--- src/rtl/regsel_pkg.sv ---
package regsel_pkg;
  typedef enum logic [1:0] {
    CYC_FETCH = 2'd0,
    CYC_EXEC  = 2'd1,
    CYC_DMA   = 2'd2,
    CYC_INIT  = 2'd3
  } cyc_kind_e;

  typedef enum logic [2:0] {
    UPD_NONE = 3'd0,
    UPD_INC  = 3'd1,
    UPD_DEC  = 3'd2,
    UPD_LDLO = 3'd3,
    UPD_LDHI = 3'd4,
    UPD_CLR  = 3'd5
  } upd_op_e;
endpackage

--- src/rtl/regsel_decode.sv ---
module regsel_decode
  import regsel_pkg::*;
#(
  parameter int NREG = 16,
  localparam int IW = $clog2(NREG)
) (
  input  logic          clk,
  input  logic          rst_n,
  input  cyc_kind_e     cyc,
  input  logic [IW-1:0] pc_sel,
  input  logic [IW-1:0] dp_sel,
  input  logic [3:0]    op_hi,
  input  logic [3:0]    op_lo,
  output logic [IW-1:0] sel,
  output upd_op_e       upd,
  output logic          mref
);
  logic [IW-1:0] n_sel;
  assign n_sel = op_lo[IW-1:0];

  always_comb begin
    sel  = '0;
    upd  = UPD_NONE;
    mref = 1'b0;
    unique case (cyc)
      CYC_FETCH: begin sel = pc_sel; upd = UPD_INC; mref = 1'b1; end
      CYC_DMA:   begin sel = '0;     upd = UPD_INC; mref = 1'b1; end
      CYC_INIT:  begin sel = '0;     upd = UPD_CLR; end
      default: begin
        case (op_hi)
          4'h0: begin sel = n_sel; mref = 1'b1; end
          4'h1: begin sel = n_sel; upd = UPD_INC; end
          4'h2: begin sel = n_sel; upd = UPD_DEC; end
          4'h4: begin sel = n_sel; mref = 1'b1; upd = UPD_INC; end
          4'h5: begin sel = n_sel; mref = 1'b1; end
          4'h6: begin
            if (op_lo != 4'h8) begin
              sel  = dp_sel;
              mref = 1'b1;
              if (op_lo < 4'h8) upd = UPD_INC;
            end
          end
          4'h7: begin
            case (op_lo)
              4'h0, 4'h1, 4'h2: begin sel = dp_sel; mref = 1'b1; upd = UPD_INC; end
              4'h3:             begin sel = dp_sel; mref = 1'b1; upd = UPD_DEC; end
              4'h4, 4'h5, 4'h7, 4'h8: begin sel = dp_sel; mref = 1'b1; end
              4'hC, 4'hD, 4'hF: begin sel = pc_sel; mref = 1'b1; upd = UPD_INC; end
              default: ;
            endcase
          end
          4'hA: begin sel = n_sel; upd = UPD_LDLO; end
          4'hB: begin sel = n_sel; upd = UPD_LDHI; end
          4'hF: begin
            if (op_lo <= 4'h5 || op_lo == 4'h7) begin
              sel = dp_sel; mref = 1'b1;
            end else if (op_lo != 4'h6 && op_lo != 4'hE) begin
              sel = pc_sel; mref = 1'b1; upd = UPD_INC;
            end
          end
          default: ;
        endcase
      end
    endcase
  end

  AST_DMA_USES_R0: assert property (@(posedge clk) disable iff (!rst_n)
    cyc == CYC_DMA |-> (sel == '0 && mref && upd == UPD_INC));
  AST_FETCH_USES_P: assert property (@(posedge clk) disable iff (!rst_n)
    cyc == CYC_FETCH |-> (sel == pc_sel && mref && upd == UPD_INC));
  AST_INIT_NO_MEM: assert property (@(posedge clk) disable iff (!rst_n)
    cyc == CYC_INIT |-> (!mref && upd == UPD_CLR && sel == '0));
endmodule

--- src/rtl/regsel_file.sv ---
module regsel_file
  import regsel_pkg::*;
#(
  parameter int NREG = 16,
  parameter int AW   = 16,
  parameter int DW   = 8,
  localparam int IW  = $clog2(NREG)
) (
  input  logic          clk,
  input  logic          rst_n,
  input  logic          en,
  input  logic [IW-1:0] idx,
  input  upd_op_e       upd,
  input  logic [DW-1:0] wdat,
  input  logic [IW-1:0] bidx,
  input  logic          bhi,
  output logic [AW-1:0] rdat,
  output logic [DW-1:0] bdat
);
  localparam int HB = AW - DW;

  logic [AW-1:0] r     [NREG];
  logic [AW-1:0] r_nxt [NREG];

  always_comb begin
    for (int i = 0; i < NREG; i++) r_nxt[i] = r[i];
    if (en) begin
      case (upd)
        UPD_INC:  r_nxt[idx] = r[idx] + AW'(1);
        UPD_DEC:  r_nxt[idx] = r[idx] - AW'(1);
        UPD_LDLO: r_nxt[idx] = {r[idx][AW-1:DW], wdat};
        UPD_LDHI: r_nxt[idx] = {wdat, r[idx][HB-1:0]};
        UPD_CLR:  r_nxt[idx] = '0;
        default:  ;
      endcase
    end
  end

  always_ff @(posedge clk or negedge rst_n) begin
    if (!rst_n) begin
      for (int i = 0; i < NREG; i++) r[i] <= '0;
    end else begin
      for (int i = 0; i < NREG; i++) r[i] <= r_nxt[i];
    end
  end

  assign rdat = r[idx];
  assign bdat = bhi ? r[bidx][AW-1:HB] : r[bidx][DW-1:0];

  AST_INC_WRAP: assert property (@(posedge clk) disable iff (!rst_n)
    (en && upd == UPD_INC) |=> r[$past(idx)] == AW'($past(r[idx]) + AW'(1)));
  AST_DEC_WRAP: assert property (@(posedge clk) disable iff (!rst_n)
    (en && upd == UPD_DEC) |=> r[$past(idx)] == AW'($past(r[idx]) - AW'(1)));
  AST_LOW_BYTE_KEEPS_HIGH: assert property (@(posedge clk) disable iff (!rst_n)
    (en && upd == UPD_LDLO) |=> r[$past(idx)] == {$past(r[idx][AW-1:DW]), $past(wdat)});
  AST_CLEAR_ZERO: assert property (@(posedge clk) disable iff (!rst_n)
    (en && upd == UPD_CLR) |=> r[$past(idx)] == '0);

  for (genvar g = 0; g < NREG; g++) begin : g_hold
    AST_HOLD_NO_STROBE: assert property (@(posedge clk) disable iff (!rst_n)
      !en |=> $stable(r[g]));
  end
endmodule

--- src/rtl/regsel_bank.sv ---
module regsel_bank
  import regsel_pkg::*;
#(
  parameter int NREG = 16,
  parameter int AW   = 16,
  parameter int DW   = 8,
  localparam int IW  = $clog2(NREG)
) (
  input  logic          clk,
  input  logic          rst_n,
  input  logic [1:0]    cyc_kind,
  input  logic          cyc_end,
  input  logic [IW-1:0] pc_sel,
  input  logic [IW-1:0] dp_sel,
  input  logic [3:0]    op_hi,
  input  logic [3:0]    op_lo,
  input  logic [DW-1:0] acc_in,
  output logic [AW-1:0] mem_addr,
  output logic          mem_ref,
  output logic [DW-1:0] rd_byte
);
  logic [IW-1:0] sel;
  upd_op_e       upd;

  regsel_decode #(.NREG(NREG)) u_dec (
    .clk    (clk),
    .rst_n  (rst_n),
    .cyc    (cyc_kind_e'(cyc_kind)),
    .pc_sel (pc_sel),
    .dp_sel (dp_sel),
    .op_hi  (op_hi),
    .op_lo  (op_lo),
    .sel    (sel),
    .upd    (upd),
    .mref   (mem_ref)
  );

  regsel_file #(.NREG(NREG), .AW(AW), .DW(DW)) u_file (
    .clk   (clk),
    .rst_n (rst_n),
    .en    (cyc_end),
    .idx   (sel),
    .upd   (upd),
    .wdat  (acc_in),
    .bidx  (op_lo[IW-1:0]),
    .bhi   (op_hi == 4'h9),
    .rdat  (mem_addr),
    .bdat  (rd_byte)
  );

  AST_NO_UPDATE_ON_PLAIN_OP: assert property (@(posedge clk) disable iff (!rst_n)
    (cyc_kind == 2'd1 && (op_hi == 4'h3 || op_hi >= 4'hC && op_hi <= 4'hE)) |-> !mem_ref);
endmodule

--- config.mk ---
export PLATFORM = sky130hd
export DESIGN_NAME = regsel_bank
export DESIGN_NICKNAME = d
export VERILOG_FILES = /design/src/rtl/regsel_pkg.sv /design/src/rtl/regsel_decode.sv /design/src/rtl/regsel_file.sv /design/src/rtl/regsel_bank.sv
export SDC_FILE = /design/constraint.sdc
export NUM_CORES = 1
export LEC_CHECK = 0
export CORE_ASPECT_RATIO = 0.75
export CORE_MARGIN = 2
export CORE_UTILIZATION = 40
export CTS_CLUSTER_SIZE = 40
export DETAILED_ROUTE_END_ITERATION = 8
export PLACE_DENSITY = 0.59
export SYNTH_ARGS = -nofsm -noshare
export SYNTH_HDL_FRONTEND = slang
export SYNTH_SLANG_ARGS = --single-unit
--- constraint.sdc ---
create_clock -name clk -period 9.73 [get_ports clk]
set_clock_uncertainty 0.2 [all_clocks]
set_input_delay 2.919 -clock clk [delete_from_list [all_inputs] [get_ports clk]]
set_output_delay 2.919 -clock clk [all_outputs]
set_load 0.02 [all_outputs]
Yosys cells after proc, flatten, opt, wreduce, memory -nomap -nowiden
Cells that the tools add are included.
{ "totals": {"reg_bits": 256, "out_inout_bits": 25, "elab_cells": 107} }
{ "op_classes": {"add_sub_neg": 2, "magnitude_cmp": 5, "eq_ne": 30, "n_mux": 33, "bitwise_logic": 4, "n_reduce_logical": 17} }
{ "op_table": {"columns": ["operator", "n"], "rows": [
  ["case mux 256 bit (5 select lines)", 1],
  ["bitwise mux 256 bit", 4],
  ["AND 256 bit", 1],
  ["inverter 256 bit", 1],
  ["binary-select mux 16 bit (select 4 bit)", 2],
  ["two-way mux 16 bit", 5],
  ["demux 16 bit (select 4 bit)", 1],
  ["equality test 4 bit (second input constant)", 8],
  ["equality test 4 x 3 -> 1 bit (second input constant)", 7],
  ["case mux 3 bit (7 select lines)", 1],
  ["adder 16 x 1 -> 16 bit (second input constant)", 1],
  ["case mux 4 bit (2 select lines)", 2],
  ["case mux 4 bit (4 select lines)", 1],
  ["subtractor 16 x 1 -> 16 bit (second input constant)", 1],
  ["equality test 4 x 2 -> 1 bit (second input constant)", 3],
  ["two-way mux 4 bit", 3],
  ["OR reduction 11 bit", 1],
  ["greater-or-equal comparator 5 bit (second input constant)", 2],
  ["inverter 4 -> 5 bit", 2],
  ["equality test 4 x 1 -> 1 bit (second input constant)", 2],
  ["zero test 4 bit", 2],
  ["two-way mux 8 bit", 1],
  ["inequality test 4 bit (second input constant)", 2],
  ["OR reduction 8 bit", 1],
  ["other kinds (23)", 36]
]} }

Longest topological paths before layout
{ "logic_depth": {"ltp_word": 14, "ltp_mapped": 24} }

Cells and area by module
From an unflattened synthesis, not the netlist that was laid out.
{ "unflattened": {"cells_unflattened": 2115, "area_unflattened_um2": 19418.6} }
{ "by_module_without_submodules": {"columns": ["module", "instances", "cells_each", "area_each_um2", "seq_area_each_um2"], "rows": [
  ["regsel_file", 1, 2048, 18961.9, 6406.1],
  ["regsel_decode", 1, 66, 444.2, 0.0],
  ["regsel_bank", 1, 1, 12.5, 0.0]
]} }

Worst setup path before layout
No wires, ideal clock.
{ "synth_path": {"path_kind": "input port to output port", "startpoint": "in op_hi[3]", "endpoint": "out mem_addr[15]", "arrival_time_ns": 6.097, "slack_ns": 0.514, "cell_stages": 15, "n_path_buf": 7, "cell_sequence": "buf_4 -> buf_2 -> nand3b_1 -> a211oi_1 -> a2111o_1 -> o21ai_1 -> buf_2 -> buf_4 -> buf_4 -> buf_2 -> buf_2 -> nand2_1 -> a311oi_1 -> a31oi_1 -> a21oi_1"} }
{ "synth_via": {"elab_chain_len": 8, "word_cells_on_any_way": 17, "cone_classes": "eq/ne: 9; mux: 5; bitwise: 1; reduce/logical: 2"} }
{ "synth_lines": {"columns": ["element", "line", "text"], "rows": [
  ["start, declared", "regsel_bank.sv:15", "input logic [3:0] op_hi,"],
  ["equality test 4 x 1 -> 1 bit, or another cell as far along", "regsel_decode.sv:30", "case (op_hi)"],
  ["OR reduction 7 bit (no source line)", null, null],
  ["case mux 4 bit (4 select lines) *", "regsel_decode.sv:30", null],
  ["case mux 4 bit (2 select lines) *", "regsel_decode.sv:25", "unique case (cyc)"],
  ["inverter 4 -> 5 bit (implied by the code) *", "regsel_file.sv:47", "assign rdat = r[idx];"],
  ["binary-select mux 16 bit (select 4 bit) *", "regsel_file.sv:47", null],
  ["two-way mux 16 bit *", null, null],
  ["two-way mux 16 bit (implied by the code) *", "regsel_file.sv:47", null],
  ["end, declared", "regsel_bank.sv:18", "output logic [AW-1:0] mem_addr,"]
]} }
Mark *: on every way between the ends. The rest lies on a longest branch, timed or not. The select of a mux whose other input is x is not followed.

Final worst setup path
{ "layout_path": {"startpoint": "in cyc_kind[1]", "endpoint": "out mem_addr[13]"} }
{ "layout_via": {"elab_chain_len": 7, "word_cells_on_any_way": 9, "cone_classes": "eq/ne: 2; mux: 4; bitwise: 1; reduce/logical: 2"} }
{ "layout_lines": {"columns": ["element", "line", "text"], "rows": [
  ["start, declared", "regsel_bank.sv:11", "input logic [1:0] cyc_kind,"],
  ["equality test 2 bit", "regsel_decode.sv:25", null],
  ["OR reduction 2 bit (no source line)", null, null],
  ["case mux 4 bit (2 select lines) *", "regsel_decode.sv:25", null],
  ["inverter 4 -> 5 bit (implied by the code) *", "regsel_file.sv:47", null],
  ["binary-select mux 16 bit (select 4 bit) *", "regsel_file.sv:47", null],
  ["two-way mux 16 bit *", null, null],
  ["two-way mux 16 bit (implied by the code) *", "regsel_file.sv:47", null]
]} }
Marked as above.

==> impl_metrics.json <==
{
  "worstHoldPathCells": 2,
  "total_nets_after_synthesis": 2595,
  "post_synth_design_cell_area_um2": 20700,
  "slew_headroom": 0.00870,
  "firstDrtPassIters": 6,
  "synth_seq_cells": 256,
  "clkLatencyLatePin_ns": 0.61,
  "numPortBuffers": 53,
  "cts_tree": "yes",
  "reg2reg_depth": 15,
  "synth_cell_type_count": 95,
  "viasPerCell": 7.23,
  "yosys_warnings": 0,
  "design.die.area_um2": 53700,
  "totalWireLength_um": 106000,
  "overflow": 0,
  "first_global_vias": 21800,
  "comb_power_share": 0.402,
  "max_cap_viol_count": 1,
  "clk_path_buf_depth": 3,
  "maximum_number_of_pins_on_one_net_before_global_route_repair": 138,
  "p_leak_uw": 0.00946,
  "place_area_um2": 22900,
  "cts_root_buffer": "clkbuf_16",
  "finalWorstPathRequiredPeriod_ns": 9.56,
  "die_h_um": 201,
  "wire_length_of_the_first_global_routing_pass_um": 154000,
  "core.rowCount": 72,
  "seqPwrFrac": 0.328,
  "clk_transition_reported_paths_ns": 0.07,
  "worst_ep_arrival_time_ns": 6.45,
  "crit_path_end_kind": "primary output",
  "worst_ir_drop_vdd_uv": 129,
  "antenna_found_initial": 3,
  "synth_area_per_cell_um2": 8.09,
  "setup-violations-final": 0,
  "hold_viol_final": 0,
  "intPower_uw": 2550,
  "design_power_total_uw": 4340,
  "routability_congestion_estimate_from_global_placement": 1.01,
  "via_count": 23800,
  "final_net_count": 2623,
  "postSynth.asyncResetShare": 1.00,
  "layout-area-overhead-vs-synth_pct": 15.5,
  "detailedRoute.firstIterationViolations": 4076,
  "worst_setup_path_start_kind": "primary input",
  "wl_per_cell_um": 32.4,
  "cell_count_final_fillers_out": 3283,
  "ctsHtreeMaxLevel": 1,
  "outcome": "finished, violations left",
  "synth_edf_count": 0,
  "power.switching_uw": 1790,
  "drt_drc_violations_left": 0,
  "drt.antenna.violating_nets": 0,
  "die-width_um": 267,
  "place_hpwl_um": 72500,
  "cts_num_sinks": 256,
  "floorplan.io_pins": 54,
  "finish.instance_area_um2": 23900,
  "unrepaired_setup_endpoints_after_global_routing": "true",
  "setup.worst_path.class": "in2out",
  "required_arrival_time_at_the_worst_endpoint_ns": 6.61,
  "worst_hold_slack_ns": 0.310,
  "dp_cells": 3219,
  "cts-hold-fix-buffers": 0,
  "pwr_density_cell_nw_per_um2": 181,
  "yosys_most_used_dff": "dfrtp_1",
  "min_period_over_period": 0.983,
  "synthCells": 2564,
  "min_path_type": "reg2reg",
  "tightestPinTransition_ns": 1.49,
  "failed_checks": "max-capacitance violations",
  "worst_r2r_setup_slack_ns": 5.24,
  "grt.total_usage": 0.388,
  "coreArea_um2": 51300,
  "finalMaxSlewViolations": 0,
  "initial_standard_cell_utilization_of_the_core": 0.404,
  "synth.yosys.seq_area_share": 0.309,
  "path_max_fanout": 6,
  "clock_power_share": 0.270,
  "timing.fmax_ghz": 0.105,
  "drive_gt1_frac": 0.166,
  "power.switching_fraction": 0.413,
  "tritoncts.num_buffers": 30
}
[timing repair]
item / in CTS / in global routing
buffers inserted: 3 / 4
endpoints found under the setup margin: 12 / 13
gates resized for setup: 2 / 9
pin swaps: 1 / 0
[critical path: stages]
cell	delay (ns)
clkdlybuf4s50_1	0.43
buf_4	0.17
nor2b_1	0.22
o31ai_2	0.15
o41ai_1	0.35
a222oi_1	0.16
buf_4	0.18
buf_4	0.16
a21oi_2	0.39
buf_4	0.30
a32oi_1	0.13
o221ai_2	0.19
clkdlybuf4s50_1	0.71
[cells in the mapped netlist, types with 17 or more instances]
master	count	area (um2)
a211oi_1	50	375
a21oi_1	214	1070
a22o_1	26	228
a31oi_1	65	407
a32oi_1	17	149
and3_1	56	350
buf_1	23	86.3
buf_2	32	160
clkbuf_1	194	728
dfrtp_1	256	6410
mux2i_1	64	641
mux4_2	78	1760
nand2_1	366	1370
nand3_1	79	395
nor2_1	176	661
nor3_1	57	285
o211ai_1	29	218
o21ai_0	322	1610
o221ai_1	34	298
o22a_1	25	219
o22ai_1	53	332
xnor2_1	17	149
[layer usage]
layer / track usage / part of all wire
met2: 0.533 / 0.40
met4: 0.173 / 0.056
met3: 0.138 / 0.15
met5: 0.00270 / 0.00027
met1: 0.543 / 0.40
[area by class of cell]
type / instances / area [um2]
antenna: 3 / 7.51
clock buffer: 49 / 913
clock inverter: 5 / 50.0
fill: 5031 / 27400
inverter: 14 / 52.6
multi-input combinational: 2024 / 13300
sequential: 256 / 6410
tap: 666 / 833
timing repair buffer: 266 / 2340
[kinds of logic after synthesis]
family / share of synthesized area
XOR/XNOR: 0.0123
flip-flops: 0.309
multiplexers: 0.130
AND/OR/NAND/NOR: 0.180
adder cells (fa/ha/maj): 0.00121
AO/OA/AOI/OAI: 0.309
buffers and inverters: 0.0584
[cells in the final DEF (no fill, tap or decap), types with 12 or more instances in the layout]
master / instances
nand2_1: 363
o21ai_0: 320
dfrtp_1: 256
a21oi_1: 212
buf_4: 198
nor2_1: 166
nand3_1: 79
mux4_2: 78
a31oi_1: 65
mux2i_1: 64
and3_1: 56
o22ai_1: 53
a211oi_1: 50
nor3_1: 47
clkdlybuf4s50_1: 43
o221ai_1: 34
clkbuf_16: 31
o211ai_1: 29
a22o_1: 26
o22a_1: 25
a32oi_1: 17
xnor2_1: 17
buf_12: 17
mux2_2: 15
o221a_2: 15
nand4_1: 14
inv_1: 12
[worst max path at each step]
stage,startpoint,end,slack (ns),cells past startpoint
4_1_cts,op_hi[3],mem_addr[15],0.04,15
2_1_floorplan,op_hi[3],mem_addr[15],0.51,15
3_5_place_dp,op_hi[3],mem_addr[7],-0.17,12
3_3_place_gp,op_hi[3],mem_addr[10],-0.13,11
6_report,cyc_kind[1],mem_addr[13],0.17,13
5_1_grt,op_hi[1],mem_addr[2],-0.00008,16
[stage by stage]
stage            TNS (ns)  utilization  worst slack (ns)
2_1_floorplan           0            -             0.514
3_3_place_gp       -0.542        0.445            -0.131
3_5_place_dp        -1.11        0.445            -0.173
4_1_cts                 0        0.465            0.0385
5_1_grt        -0.0000848        0.466        -0.0000848
6_report                0        0.466             0.166
[power by group through the flow]
stage	combinational, uW	sequential (uW)	clock [uW]
finish	1750	1420	1170
global route	1840	1430	1220
CTS	1690	1410	1170
detailed placement	1680	1420	0
global placement	1660	1420	0
floorplan	1060	1350	0
(Power assumes the default switching activity.)
